===== src/rtl/dtmf_steer_pkg.sv =====
package dtmf_steer_pkg;
  typedef enum logic [1:0] {ST_IDLE, ST_SETTLE, ST_HOLD} steer_state_t;

  function automatic logic [3:0] pair_code(input logic [1:0] row, input logic [1:0] col);
    logic [3:0] r4;
    r4 = {2'b00, row};
    if (col == 2'd3)        pair_code = r4 + 4'd13;   // 13,14,15 then wraps to 0
    else if (row != 2'd3)   pair_code = r4 * 4'd3 + {2'b00, col} + 4'd1;
    else if (col == 2'd0)   pair_code = 4'd11;
    else if (col == 2'd1)   pair_code = 4'd10;
    else                    pair_code = 4'd12;
  endfunction
endpackage


===== src/rtl/dtmf_guard_fsm.sv =====
module dtmf_guard_fsm
  import dtmf_steer_pkg::*;
#(
  parameter int CNT_W      = 16,
  parameter int SETTLE_CYC = 2
) (
  input  logic             clk,
  input  logic             rst,
  input  logic             tone_ok,
  input  logic [CNT_W-1:0] on_guard,
  input  logic [CNT_W-1:0] off_guard,
  output logic             accept,
  output logic             guard_out,
  output logic             dly_flag
);
  localparam int SW = (SETTLE_CYC > 1) ? $clog2(SETTLE_CYC) : 1;
  localparam logic [SW-1:0] S_LAST = SW'(SETTLE_CYC - 1);

  steer_state_t     state;
  logic [CNT_W-1:0] run_cnt;
  logic [SW-1:0]    set_cnt;
  logic [CNT_W:0]   on_eff, off_eff, run_next;

  assign on_eff   = (on_guard  == '0) ? (CNT_W+1)'(1) : {1'b0, on_guard};
  assign off_eff  = (off_guard == '0) ? (CNT_W+1)'(1) : {1'b0, off_guard};
  assign run_next = {1'b0, run_cnt} + (CNT_W+1)'(1);
  assign accept   = (state == ST_IDLE) && tone_ok && (run_next >= on_eff);

  always_ff @(posedge clk) begin
    if (rst) begin
      state     <= ST_IDLE;
      run_cnt   <= '0;
      set_cnt   <= '0;
      guard_out <= 1'b0;
      dly_flag  <= 1'b0;
    end else begin
      case (state)
        ST_IDLE: begin
          guard_out <= 1'b0;
          if (!tone_ok)   run_cnt <= '0;
          else if (accept) begin
            state     <= ST_SETTLE;
            run_cnt   <= '0;
            set_cnt   <= '0;
            guard_out <= 1'b1;
          end else        run_cnt <= run_next[CNT_W-1:0];
        end
        ST_SETTLE: begin
          guard_out <= tone_ok;
          if (set_cnt == S_LAST) begin
            dly_flag <= 1'b1;
            state    <= ST_HOLD;
            run_cnt  <= '0;
          end else set_cnt <= set_cnt + SW'(1);
        end
        default: begin
          guard_out <= tone_ok;
          if (tone_ok) run_cnt <= '0;
          else if (run_next >= off_eff) begin
            dly_flag  <= 1'b0;
            state     <= ST_IDLE;
            run_cnt   <= '0;
          end else run_cnt <= run_next[CNT_W-1:0];
        end
      endcase
    end
  end

  p_accept_needs_tone_r2: assert property (@(posedge clk) disable iff (rst)
    $rose(guard_out) |-> $past(tone_ok));
  p_guard_follows_tone_r3: assert property (@(posedge clk) disable iff (rst)
    guard_out |-> $past(tone_ok));
  p_flag_not_with_accept_r4: assert property (@(posedge clk) disable iff (rst)
    accept |-> !dly_flag);
  p_flag_after_settle_r4: assert property (@(posedge clk) disable iff (rst)
    $rose(dly_flag) |-> $past(state) == ST_SETTLE);
  p_release_on_absence_r6: assert property (@(posedge clk) disable iff (rst)
    $fell(dly_flag) |-> !$past(tone_ok));
endmodule


===== src/rtl/dtmf_code_latch.sv =====
module dtmf_code_latch
  import dtmf_steer_pkg::*;
(
  input  logic       clk,
  input  logic       rst,
  input  logic       load,
  input  logic [1:0] low_sel,
  input  logic [1:0] high_sel,
  output logic [3:0] code_q
);
  always_ff @(posedge clk) begin
    if (rst)       code_q <= 4'd0;
    else if (load) code_q <= pair_code(low_sel, high_sel);
  end
endmodule


===== src/rtl/dtmf_reg_read.sv =====
module dtmf_reg_read (
  input  logic       clk,
  input  logic       rst,
  input  logic       rd_en,
  input  logic       rd_addr,
  input  logic [3:0] code_q,
  input  logic       guard_out,
  input  logic       dly_flag,
  output logic       rd_valid,
  output logic [3:0] rd_data
);
  always_ff @(posedge clk) begin
    if (rst) begin
      rd_valid <= 1'b0;
      rd_data  <= 4'd0;
    end else begin
      rd_valid <= rd_en;
      if (rd_en) rd_data <= rd_addr ? {2'b00, guard_out, dly_flag} : code_q;
    end
  end

  p_valid_one_cycle_r8: assert property (@(posedge clk) disable iff (rst)
    rd_valid |-> $past(rd_en));
endmodule


===== src/rtl/dtmf_steer.sv =====
module dtmf_steer #(
  parameter int CNT_W      = 16,
  parameter int SETTLE_CYC = 2
) (
  input  logic             clk,
  input  logic             rst,
  input  logic             tone_ok,
  input  logic [1:0]       low_sel,
  input  logic [1:0]       high_sel,
  input  logic [CNT_W-1:0] on_guard,
  input  logic [CNT_W-1:0] off_guard,
  input  logic             int_en,
  input  logic             rd_en,
  input  logic             rd_addr,
  output logic             rd_valid,
  output logic [3:0]       rd_data,
  output logic             guard_out,
  output logic             dly_flag,
  output logic             int_n
);
  logic       accept;
  logic [3:0] code_q;

  dtmf_guard_fsm #(.CNT_W(CNT_W), .SETTLE_CYC(SETTLE_CYC)) u_fsm (
    .clk(clk), .rst(rst), .tone_ok(tone_ok), .on_guard(on_guard),
    .off_guard(off_guard), .accept(accept), .guard_out(guard_out),
    .dly_flag(dly_flag)
  );

  dtmf_code_latch u_latch (
    .clk(clk), .rst(rst), .load(accept), .low_sel(low_sel),
    .high_sel(high_sel), .code_q(code_q)
  );

  dtmf_reg_read u_rd (
    .clk(clk), .rst(rst), .rd_en(rd_en), .rd_addr(rd_addr), .code_q(code_q),
    .guard_out(guard_out), .dly_flag(dly_flag), .rd_valid(rd_valid),
    .rd_data(rd_data)
  );

  assign int_n = !(dly_flag && int_en);

  p_code_only_with_tone_r5: assert property (@(posedge clk) disable iff (rst)
    !tone_ok |=> $stable(code_q));
  p_irq_idle_high_r9: assert property (@(posedge clk) disable iff (rst)
    !dly_flag |-> int_n);
endmodule


===== config.mk =====
export PLATFORM = sky130hd
export DESIGN_NAME = dtmf_steer
export DESIGN_NICKNAME = d
export VERILOG_FILES = /design/src/rtl/dtmf_steer_pkg.sv /design/src/rtl/dtmf_guard_fsm.sv /design/src/rtl/dtmf_code_latch.sv /design/src/rtl/dtmf_reg_read.sv /design/src/rtl/dtmf_steer.sv
export SDC_FILE = /design/constraint.sdc
export NUM_CORES = 1
export LEC_CHECK = 0
export ABC_AREA = 1
export BUFFER_PORTS_ARGS = -buffer_cell sky130_fd_sc_hd__buf_2
export CELL_PAD_IN_SITES_DETAIL_PLACEMENT = 2
export CELL_PAD_IN_SITES_GLOBAL_PLACEMENT = 2
export CORE_ASPECT_RATIO = 0.8
export CORE_MARGIN = 1
export CORE_UTILIZATION = 31
export DETAILED_ROUTE_END_ITERATION = 10
export PLACE_DENSITY_LB_ADDON = 0.15
export RECOVER_POWER = 50
export SKIP_CTS_REPAIR_TIMING = 1
export SYNTH_ARGS = -nofsm -noshare
export SYNTH_HDL_FRONTEND = slang
export SYNTH_SLANG_ARGS = --single-unit

===== constraint.sdc =====
create_clock -name clk -period 2.95 [get_ports clk]
set_input_delay 0.295 -clock clk [delete_from_list [all_inputs] [get_ports clk]]
set_output_delay 0.295 -clock clk [all_outputs]
set_load 0.02 [all_outputs]

* Word-level counts from Yosys, hierarchy flattened
Index checks and enable logic that the tools add are counted.
Operators by class: reduce and logical (&&, ||, !) cells 14, eq/ne operators 9, order comparisons 2, bitwise gates (word level) 1, add/subtract/negate cells 5, $mul 1, multiplexer cells 30
Operators by type and width (number):
- two-way mux 16 bit | 7
- greater-or-equal comparator 17 bit | 2
- logical NOT 16 bit | 2
- one-hot mux 16 bit (2 select lines) | 1
- adder 16 x 1 -> 17 bit, second input constant | 1
- two-way mux 4 bit | 4
- two-way mux 2 bit | 5
- two-way mux 1 bit | 9
- inequality test 2 bit, second input constant | 3
- AND reduction 5 bit | 1
- adder 3 x 3 -> 4 bit, second input constant | 1
- adder 4 x 1 -> 4 bit, second input constant | 1
- adder 4 x 2 -> 4 bit | 1
- equality test 2 x 1 -> 1 bit, second input constant | 2
- logical NOT 2 bit | 2
- multiplier 2 x 2 -> 4 bit, second input constant | 1
- inequality test 2 x 1 -> 1 bit, second input constant | 2
- one-hot mux 1 bit (2 select lines) | 2
- one-hot mux 2 bit (2 select lines) | 1
- AND reduction 4 bit | 1
- nonzero test 2 bit | 2
- logical AND 1 bit | 3
- two-way mux 3 bit | 1
- inequality test 3 x 1 -> 1 bit, second input constant | 1
- 6 further kinds | 6
Storage, ports and cells: output and inout bits 8, register bits 30, word-level logic and storage cells 70

* Longest topological paths before layout
Gate-level depths: netlist of the first run.
depth in word-level cells 7, depth in mapped cells 22

* Cells and area by module
From an unflattened synthesis of the first run, not the netlist that was laid out.
Unflattened totals: cells, all modules 408, area total of the unflattened synthesis 2683.8 um^2
By module, submodules not included:
- dtmf_guard_fsm | instances 1, seq. area each 420.4 um^2, cells each 331, area each 2150.8 um^2
- dtmf_code_latch | instances 1, seq. area each 80.1 um^2, cells each 47, area each 331.6 um^2
- dtmf_reg_read | instances 1, seq. area each 100.1 um^2, cells each 29, area each 197.7 um^2
- dtmf_steer | instances 1, seq. area each 0.0 um^2, cells each 1, area each 3.8 um^2

* Worst setup path before layout of the first run
No wires, ideal clock.
path kind register to register, start register u_fsm.run_cnt[0], end register u_fsm.run_cnt[9], buffers on the path 1, setup slack 236 ps, arrival 2644 ps, stages on the path, launching flop included 20, clock period less this slack 2714 ps, required time 2880 ps, path through dfxtp_1 > and3_1 > inv_1 > nor2_1 > nand2_1 > inv_1 > nand3_1 > nor2_1 > xor2_1 > ha_1 > inv_1 > o211ai_1 > inv_1 > nand2_1 > nor2_2 > nand3_2 > o21ai_4 > buf_6 > nand2_2 > a21oi_2
On the way: longest elaborated chain between the ends 6, elaborated cells between the ends (all ways) 9, classes of those cells 1 x add/sub; 2 x order compare; 5 x mux; 1 x reduce/logical
Ends and longest elaborated chain:
- start, declared | line dtmf_guard_fsm.sv:20 | logic [CNT_W-1:0] run_cnt;
- start signal, assigned | line dtmf_guard_fsm.sv:46 | end else run_cnt <= run_next[CNT_W-1:0];
- start signal, assigned | line dtmf_guard_fsm.sv:63 | end else run_cnt <= run_next[CNT_W-1:0];
- adder 16 x 1 -> 17 bit (*) | line dtmf_guard_fsm.sv:26 | assign run_next = {1'b0, run_cnt} + (CNT_W+1)'(1);
- greater-or-equal comparator 17 bit | line dtmf_guard_fsm.sv:27 | assign accept = (state == ST_IDLE) && tone_ok && (run_next >= on_eff);
- logical AND 1 bit | line dtmf_guard_fsm.sv:27
- two-way mux 16 bit | line dtmf_guard_fsm.sv:41 | else if (accept) begin
- two-way mux 16 bit | line dtmf_guard_fsm.sv:40 | if (!tone_ok) run_cnt <= '0;
- one-hot mux 16 bit (2 select lines) (*) | line dtmf_guard_fsm.sv:37 | case (state)
Mark *: on every way between the ends. The rest lies on a longest branch, timed or not. A chain may end at the register's enable or synchronous reset.

* Worst setup path in the final report of the first run
start register u_fsm.run_cnt[1], end register u_fsm.state[1]
On the way: longest elaborated chain between the ends 5, elaborated cells between the ends (all ways) 7, classes of those cells 1 x add/sub; 2 x order compare; 1 x eq/ne; 3 x reduce/logical
Ends and longest elaborated chain:
- adder 16 x 1 -> 17 bit (*) | line dtmf_guard_fsm.sv:26
- greater-or-equal comparator 17 bit | line dtmf_guard_fsm.sv:27
- logical AND 1 bit | line dtmf_guard_fsm.sv:27
- inequality test 2 bit (no line)
- AND reduction 5 bit (no line) (*)
- end signal, assigned | line dtmf_guard_fsm.sv:31 | state <= ST_IDLE;
- end signal, assigned | line dtmf_guard_fsm.sv:42 | state <= ST_SETTLE;
- end signal, assigned | line dtmf_guard_fsm.sv:52 | state <= ST_HOLD;
- end, declared | line dtmf_guard_fsm.sv:19 | steer_state_t state;
Marked as above.

==> results.yml, run 1 <==
logic_synthesis:
  async_reset_ff_frac: 0
  synth_flop_cell: "dfxtp_1"
  synth_top_area_share: 0.221
  syn-cell-area_sq_um: 2710
  synth_seq_cells: 30
  synth-edff-count: 0
  synth_cell_types: 33
  synth_seq_area_share: 0.221
  synthCells: 397
  yosys.area.top_type: "dfxtp_1"
  yosysWarnings: 0
  synth_area_leaders: "dfxtp_1, ha_1, nand2_1"
  synthesis.nets: 478
  avgSynthCellArea_sq_um: 6.84
floorplan:
  fp.dieArea_sq_um: 9130
  coreArea_sq_um: 8480
  die_x_um: 107
  pin_count: 50
  num_rows: 30
  die_h_um: 85.7
  start_util: 0.320
route:
  vias: 3040
  wire_per_inst_um: 17.5
  drt_iter0_drc: 55
  first_pass_iters: 4
  drt_wl_total_mm: 10.7
  drc: 0
  via_per_inst: 4.97
  drtAntennaViolNets: 0
layout:
  diodes: 0
  drive_gt1_frac: 0.388
  fill_cells: 1001
  nNetsFinal: 580
  syn_to_final_growth_pct: 43.7
  utilization: 0.460
global_routing:
  antenna_found_initial: 0
  grt_usage: 0.213
  grt_pass1_wl_mm: 15.2
  grt_pass1_vias: 3195
  grt_overflow: 0
  grt_max_degree: 21
clocking:
  htreeDepth: 2
  clk_pin_slew_ns: 0.07
  worst_skew_pair.late_latency_ns: 0.28
  cts_tree: "done"
  cts.path.max_buffers: 2
  cts_sinks: 30
  cts_root_buf: "clkbuf_8"
  numCtsBuffers: 5
worst_setup_path:
  cpPeakStageDelay_ns: 0.37
  worst-path-max-fanout: 4
  worst_ep_arrival_time_ns: 3.30
  cpMaxStageDelayCell: "dfxtp_4"
  required_ns: 3.13
  cp-end-kind: "flop"
  worst_setup_path_start_kind: "flop"
  cp_cell_sequence: "and3_4 -> inv_2 -> nor2_4 -> nand2_2 -> inv_2 -> nand3_4 -> nor2_4 -> xor2_4 -> ha_4 -> nand2_1 -> nor2_1 -> nand4_1 -> nand3_1 -> nor2_2 -> nand3_2 -> nand2_2 -> a21oi_2 -> buf_4 -> nand3_1 -> inv_1"
  crit_type: "flop to flop"
min_path:
  hp-class: "input pin to flop"
placed_design:
  hpwl_mm: 7.90
  place.gp.congestion: 0.763
  post-place-ws_ns: -0.402
  portBuffers: 49
timing:
  post-route-period-util: 1.06
  finalClockSkew_ns: 0.0106
  setup_viol: 21
  fmax_mhz: 321
  tightest_slew_ns: 0.721
  drv_slew: 0
  rsz0062_at_grt: "yes"
  period_needed_ns: 3.12
  hold_viol_final: 0
  worst_slack_ns: -0.168
  relSlewSlack: 0.518
job:
  maxCapViolCount: 0
power_and_ir_drop:
  p_leak_nw: 2.02
  worst_ir_drop_vdd_uv: 190
  p_per_area_nw_per_um2: 311
outcome:
  violations: "negative setup slack"
  status: "finished with violations"
[layout by cell type (no fill, tap or decap), types with 4 or more instances in the layout]
master	Yosys	layout
a21oi_1	34	31
a21oi_2	10	13
buf_2	0	49
buf_4	0	45
buf_6	1	5
clkbuf_8	0	5
dfxtp_1	30	27
ha_1	37	29
ha_4	0	8
inv_1	70	65
inv_2	5	9
nand2_1	76	69
nand2_2	15	20
nand3_1	14	10
nand3_2	1	4
nand4_1	9	9
nor2_1	30	26
nor2_4	2	7
nor3_1	5	4
nor4_1	8	6
o21ai_0	13	9
[state kept, by name, summed over array words and instances, names as in the netlist]
signal / flops
u_rd.rd_data: 4
u_fsm.dly_flag: 1
u_rd.rd_valid: 1
u_fsm.set_cnt: 1
u_fsm.guard_out: 1
u_fsm.state: 2
u_fsm.run_cnt: 16
u_latch.code_q: 4
[synth_stat cells, types with 2 or more instances]
cell	instances
nand2_1	76
inv_1	70
ha_1	37
a21oi_1	34
dfxtp_1	30
nor2_1	30
nand2_2	15
nand3_1	14
o21ai_0	13
a21oi_2	10
nand4_1	9
nor4_1	8
xor2_1	6
inv_2	5
nor3_1	5
xnor2_1	5
clkbuf_1	4
nor2_2	4
a31oi_1	3
o211ai_1	3
a41o_1	2
fa_1	2
nor2_4	2
[through the flow]
stage	instance area (sq um)	hold slack, ns	power, mW	std cells	TNS [ns]
final	3900	0.251	1.21	612	-1.47
after detailed placement	3360	0.473	0.758	589	-6.04
after global placement	3360	0.461	0.743	589	-2.96
after CTS	3460	0.243	1.19	597	-6.46
after global routing	3900	0.268	1.28	612	-6.13
after floorplan	2710	0.436	0.626	397	0
[report_power, final]
group | internal (mW) | switching, mW
Sequential | 0.421 | 0.0133
Clock | 0.249 | 0.169
Combinational | 0.146 | 0.214
[worst paths after layout]
check | startpoint | endpoint | slack [ns] | depth (start not counted)
max | u_fsm.run_cnt[1] | u_fsm.state[1] | -0.17 | 20
min | tone_ok | u_fsm.guard_out | 0.25 | 3
max reg2reg | u_fsm.run_cnt[1] | u_fsm.state[1] | -0.17 | 20
min reg2reg | u_latch.code_q[0] | u_rd.rd_data[0] | 0.48 | 2
[kinds of logic (layout without fill, tap and decap cells)]
| logic type | count (synthesis) | in the layout | synth area share |
|---|---|---|---|
| and+or+nand+nor | 169 | 169 | 0.291 |
| buffers and inverters | 80 | 183 | 0.113 |
| AOI/OAI and AO/OA | 68 | 68 | 0.153 |
| adders and majority gates | 39 | 39 | 0.185 |
| DFF | 30 | 30 | 0.221 |
| xor gates and xnor gates | 11 | 11 | 0.0355 |
[area by class of cell]
type                       instances  area [sq um]  share of cell area
inverter                          75           284              0.0728
sequential                        30           612               0.157
multi-input combinational        287          2090               0.537
clock buffer                       5          68.8              0.0177
tap                              112           140              0.0359
clock inverter                     3          40.0              0.0103
timing repair buffer             100           659               0.169
[per-layer routing]
layer,part of all wire,routed length (um),GRT usage
met3,0.021,229,0.0296
met4,0.0050,54,0.0224
met1,0.46,4950,0.284
met2,0.51,5500,0.375
met5,0,0,0
[critical path: cells and delay by family, from the launching register on]
family	cells	cell delay (ns)
compound gates	1	0.10
xor+xnor	1	0.27
fa+ha+maj	1	0.26
buf+inv	4	0.37
flops	1	0.37
simple gates	13	1.62
No activity file was read; power rests on OpenSTA's default activity.
==> run 2, diff against run 1 <==
==> constraint.sdc (replaced) <==
create_clock -name clk -period 2.95 [get_ports clk]
set_input_delay 0.59 -clock clk [delete_from_list [all_inputs] [get_ports clk]]
set_output_delay 0.59 -clock clk [all_outputs]
set_load 0.02 [all_outputs]
==> run 2 against run 1 <==
Maximum frequency down 7.5%; critical path depth is the same; power rose by 8.3%; sequential power is 0.9% higher; cell area is 6.6% higher; via count grew 8.3%; combinational power grew 21%; the flow still finishes with violations (negative setup slack); critical endpoint is now u_fsm.run_cnt[14]; utilization up 3.1 points; hold slack better by 0.26 ns; critical path type unchanged; clock power up 4.8%.
==> results.yml, run 2 (synthesis results as in run 1) <==
worst_setup_path:
  r2r_slack_ns: -0.42
  crit_type: "flop to flop"
  r2r-start: "u_fsm.run_cnt[1]"
  cp_cell_sequence: "ha_4 -> nand2_4 -> buf_6 -> nor2_4 -> nand3_2 -> nor2_4 -> xor2_2 -> inv_2 -> ha_4 -> buf_6 -> a21oi_2 -> nand2_1 -> nand4_1 -> nand2_2 -> nor2_2 -> nand3_2 -> o21ai_4 -> buf_6 -> nand2_1 -> a21oi_1"
  cpPeakStageDelay_ns: 0.37
  cp_common_cell: "buf_6"
  ff2ff_path_depth: 20
  cpMaxStageDelayCell: "dfxtp_2"
  reg2reg_to: "u_fsm.run_cnt[14]"
  required_ns: 3.17
  worst_ep_arrival_time_ns: 3.59
  cp-end-kind: "flop"
  worst_setup_path_start_kind: "flop"
  worst-path-max-fanout: 5
route:
  via_per_inst: 5.34
  first_pass_iters: 4
  drtAntennaViolNets: 0
  vias: 3292
  drc: 0
  drt_iter0_drc: 125
  wire_per_inst_um: 24.1
  drt_wl_total_mm: 14.8
timing:
  rsz0062_at_grt: "yes"
  period_needed_ns: 3.37
  worst_slack_ns: -0.422
  relSlewSlack: 0.449
  drv_slew: 0
  setup_viol: 25
  fmax_mhz: 297
  tightest_slew_ns: 0.823
  post-route-period-util: 1.14
  whs_ns: 0.506
  setup-tns-final_ns: -7.71
  finalClockSkew_ns: 0.0161
  hold_viol_final: 0
min_path:
  holdPathEnd: "u_fsm.run_cnt[2]"
  hp-class: "flop to flop"
  hold_start: "u_fsm.run_cnt[2]"
  holdPathStages: 2
floorplan:
  fp.dieArea_sq_um: 9130
  num_rows: 30
  die_h_um: 85.7
  coreArea_sq_um: 8480
  pin_count: 50
  die_x_um: 107
  start_util: 0.320
placed_design:
  portBuffers: 49
  dp.cells: 590
  post-place-ws_ns: -0.371
  hpwl_mm: 7.93
  place.gp.congestion: 0.764
  place_area_sq_um: 3360
layout:
  fin_area_sq_um: 4160
  reg_top3: "u_fsm.run_cnt (16), u_latch.code_q (4), u_rd.rd_data (4)"
  syn_to_final_growth_pct: 53.2
  fill_cells: 970
  utilization: 0.490
  multi_input_area_sq_um: 2280
  mostFrequentLayoutCells: "inv_1, nand2_1, buf_2"
  nNetsFinal: 585
  largest_reg_flops: 16
  diodes: 0
  drive_gt1_frac: 0.450
  seq_area_sq_um: 611
  top_register: "u_fsm.run_cnt"
  final_cells: 617
power_and_ir_drop:
  worst_ir_drop_vdd_uv: 217
  finalPower_mw: 1.31
  p_per_area_nw_per_um2: 316
  p_leak_nw: 2.12
job:
  maxCapViolCount: 0
global_routing:
  grt_max_degree: 21
  grt_usage: 0.219
  grt_pass1_wl_mm: 15.6
  grt_pass1_vias: 3208
  antenna_found_initial: 0
  grt_overflow: 0
clocking:
  htreeDepth: 2
  numCtsBuffers: 5
  cts_sinks: 30
  cts_root_buf: "clkbuf_8"
  clk_pin_slew_ns: 0.08
  cts.path.max_buffers: 2
  worst_skew_pair.late_latency_ns: 0.30
  cts_tree: "done"
outcome:
  violations: "negative setup slack"
  status: "finished with violations"
-- run 2: critical path: cells and delay by family, from the launching register on --
| family | cells | cell delay [ns] |
|---|---|---|
| buffers and inverters | 4 | 0.53 |
| and+or+nand+nor | 10 | 1.12 |
| AOI/OAI and AO/OA | 3 | 0.64 |
| DFF | 1 | 0.37 |
| xor gates and xnor gates | 1 | 0.21 |
| adders and majority gates | 2 | 0.41 |
-- run 2: routing by layer --
| metal | wire [um] | share of wire | GRT usage | up-vias |
|---|---|---|---|---|
| li1 | - | - | - | 1511 |
| met1 | 5960 | 0.40 | 0.289 | 1629 |
| met2 | 7640 | 0.51 | 0.381 | 112 |
| met3 | 686 | 0.046 | 0.0334 | 40 |
| met4 | 557 | 0.038 | 0.0386 | 0 |
| met5 | 0 | 0 | 0 | - |
-- run 2: worst max path at each step --
stage,depth (start not counted),startpoint,to
floorplan,19,u_fsm.run_cnt[0],u_fsm.run_cnt[9]
global placement,18,u_fsm.run_cnt[2],u_fsm.state[0]
detailed placement,19,u_fsm.run_cnt[2],u_fsm.state[0]
CTS,19,u_fsm.run_cnt[2],u_fsm.state[0]
global route,20,u_fsm.run_cnt[1],u_fsm.run_cnt[14]
finish,20,u_fsm.run_cnt[1],u_fsm.run_cnt[14]
-- run 2: power by group --
part	internal [mW]	leakage (nW)	switching [mW]
Combinational	0.168	1.81	0.269
Clock	0.249	0.0579	0.188
Sequential	0.421	0.245	0.0179
Total	0.838	2.12	0.475
-- run 2: cell type report --
type,instances,share of cell area
timing repair buffer,105,0.175
clock buffer,5,0.0166
tap,112,0.0337
clock inverter,3,0.00963
multi-input combinational,287,0.548
inverter,75,0.0701
sequential,30,0.147
==> run 3, diff against run 2 <==
- CAP_MARGIN: not set -> 25
- PLACE_DENSITY_LB_ADDON: 0.15 -> 0.08
==> run 3 against run 2 <==
The flow still finishes with violations (negative setup slack); non-clock buffer count stayed put; hold slack better by 0.010 ns; first-iteration DRC count is 5.6% higher; clock skew shrank 0.0058 ns; critical path depth grew 1; routed wire length shrank 9.5%; largest power group unchanged.
==> results.yml, run 3 (synthesis results as in run 1) <==
clocking:
  cts_tree: "done"
  cts_root_buf: "clkbuf_8"
  numCtsBuffers: 5
  clk_pin_slew_ns: 0.07
  cts.path.max_buffers: 2
  worst_skew_pair.late_latency_ns: 0.30
  cts_sinks: 30
  htreeDepth: 2
layout:
  largest_reg_flops: 16
  reg_top3: "u_fsm.run_cnt (16), u_latch.code_q (4), u_rd.rd_data (4)"
  top_register: "u_fsm.run_cnt"
  drive_gt1_frac: 0.419
  diodes: 0
  mostFrequentLayoutCells: "nand2_1, inv_1, buf_4"
  nNetsFinal: 585
  syn_to_final_growth_pct: 48.9
  final_common_cell: "nand2_1"
  fill_cells: 995
  utilization: 0.476
timing:
  tightest_slew_ns: 0.468
  worst_slack_ns: -0.328
  hold_viol_final: 0
  rsz0062_at_grt: "yes"
  fmax_mhz: 305
  post-route-period-util: 1.11
  period_needed_ns: 3.28
  drv_slew: 0
  setup_viol: 25
  relSlewSlack: 0.688
  finalClockSkew_ns: 0.0103
placed_design:
  portBuffers: 49
  post-place-ws_ns: -0.325
  place.gp.congestion: 0.752
  hpwl_mm: 8.25
route:
  drt_wl_total_mm: 13.4
  drt_iter0_drc: 132
  wl_met3_um: 558
  vias: 3211
  wl_met1_mm: 5.84
  drtAntennaViolNets: 0
  first_pass_iters: 4
  route.met2.wl_mm: 6.76
  highest-signal-layer: "met4"
  via_per_inst: 5.22
  wire_per_inst_um: 21.9
  drc: 0
floorplan:
  num_rows: 30
  fp.dieArea_sq_um: 9130
  die_h_um: 85.7
  start_util: 0.320
  pin_count: 50
  coreArea_sq_um: 8480
  die_x_um: 107
power_and_ir_drop:
  p_clk_frac: 0.288
  combPwrFrac: 0.348
  worst_ir_drop_vdd_uv: 187
  pwr-share-seq: 0.364
  finalPower_mw: 1.21
  p_leak_nw: 2.03
  p_per_area_nw_per_um2: 298
  p_int_mw: 0.767
  p_sw_mw: 0.439
  swShare: 0.364
worst_setup_path:
  crit_type: "flop to flop"
  required_ns: 3.18
  cp-end-kind: "flop"
  ff2ff_path_depth: 21
  worst_setup_path_start_kind: "flop"
  worst-path-max-fanout: 5
  worst_ep_arrival_time_ns: 3.51
min_path:
  hp-class: "flop to flop"
  holdPathStages: 2
global_routing:
  antenna_found_initial: 0
  grt_usage: 0.227
  grt_max_degree: 18
  grt_pass1_vias: 3303
  grt_pass1_wl_mm: 16.1
  grt_overflow: 0
outcome:
  status: "finished with violations"
  violations: "negative setup slack"
job:
  maxCapViolCount: 0
## run 3: cell count changes in the layout (fill, tap and decap cells not counted), sizes merged
cell,before,now
clkbuf,6,11
clkinv,2,0
bufinv,1,0
buf,104,100
## run 3: through the flow
stage	cell area (sq um)	TNS, ns	std cells	hold slack, ns
after floorplan	2710	0	397	0.439
after global placement	3420	-1.45	597	0.462
after detailed placement	3420	-5.13	597	0.466
after CTS	3500	-6.32	603	0.475
after global routing	4040	-9.32	615	0.529
final	4040	-6.25	615	0.516
## run 3: final timing paths
kind / start / end / slack (ns)
worst max-delay path: u_fsm.run_cnt[0] / u_fsm.state[0] / -0.33
worst min-delay path: u_latch.code_q[0] / u_rd.rd_data[0] / 0.52
worst max register to register: u_fsm.run_cnt[0] / u_fsm.state[0] / -0.33
worst min register to register: u_latch.code_q[0] / u_rd.rd_data[0] / 0.52
## run 3: area by class of cell
type	instances	area, sq um	area share
clock buffer	6	82.6	0.0204
tap	112	140	0.0347
timing repair buffer	105	706	0.175
multi-input combinational	287	2210	0.548
inverter	75	289	0.0715
sequential	30	609	0.151
## run 3: worst max-delay path, stage by stage, from the launching register on
cell and delay, ns:
dfxtp_4 0.38, ha_4 0.15, nand2_4 0.06, buf_6 0.12, nor2_4 0.10, nand3_2 0.11
nor2_4 0.17, xor2_1 0.24, inv_2 0.12, ha_4 0.31, nand2_1 0.08, nor2_1 0.22
nand4_1 0.20, nand3_2 0.14, nor2_4 0.06, nand3_4 0.09, nand2_4 0.09, a21oi_4 0.21
nand2_2 0.08, nand2_1 0.07, nand2_1 0.07, nor2_2 0.12
## run 3: power by group through the flow
stage / Clock (mW) / Sequential [mW] / Combinational, mW
2_1_floorplan: 0 / 0.446 / 0.180
3_3_place_gp: 0 / 0.441 / 0.305
3_5_place_dp: 0 / 0.442 / 0.323
4_1_cts: 0.349 / 0.433 / 0.327
5_1_grt: 0.373 / 0.440 / 0.453
6_report: 0.347 / 0.439 / 0.420
## run 3: routing by layer
layer  vias to the layer above  global-route usage
met1                      1591               0.297
met5                         -                   0
li1                       1507                   -
met3                        32              0.0357
met2                        81               0.396
met4                         0              0.0461
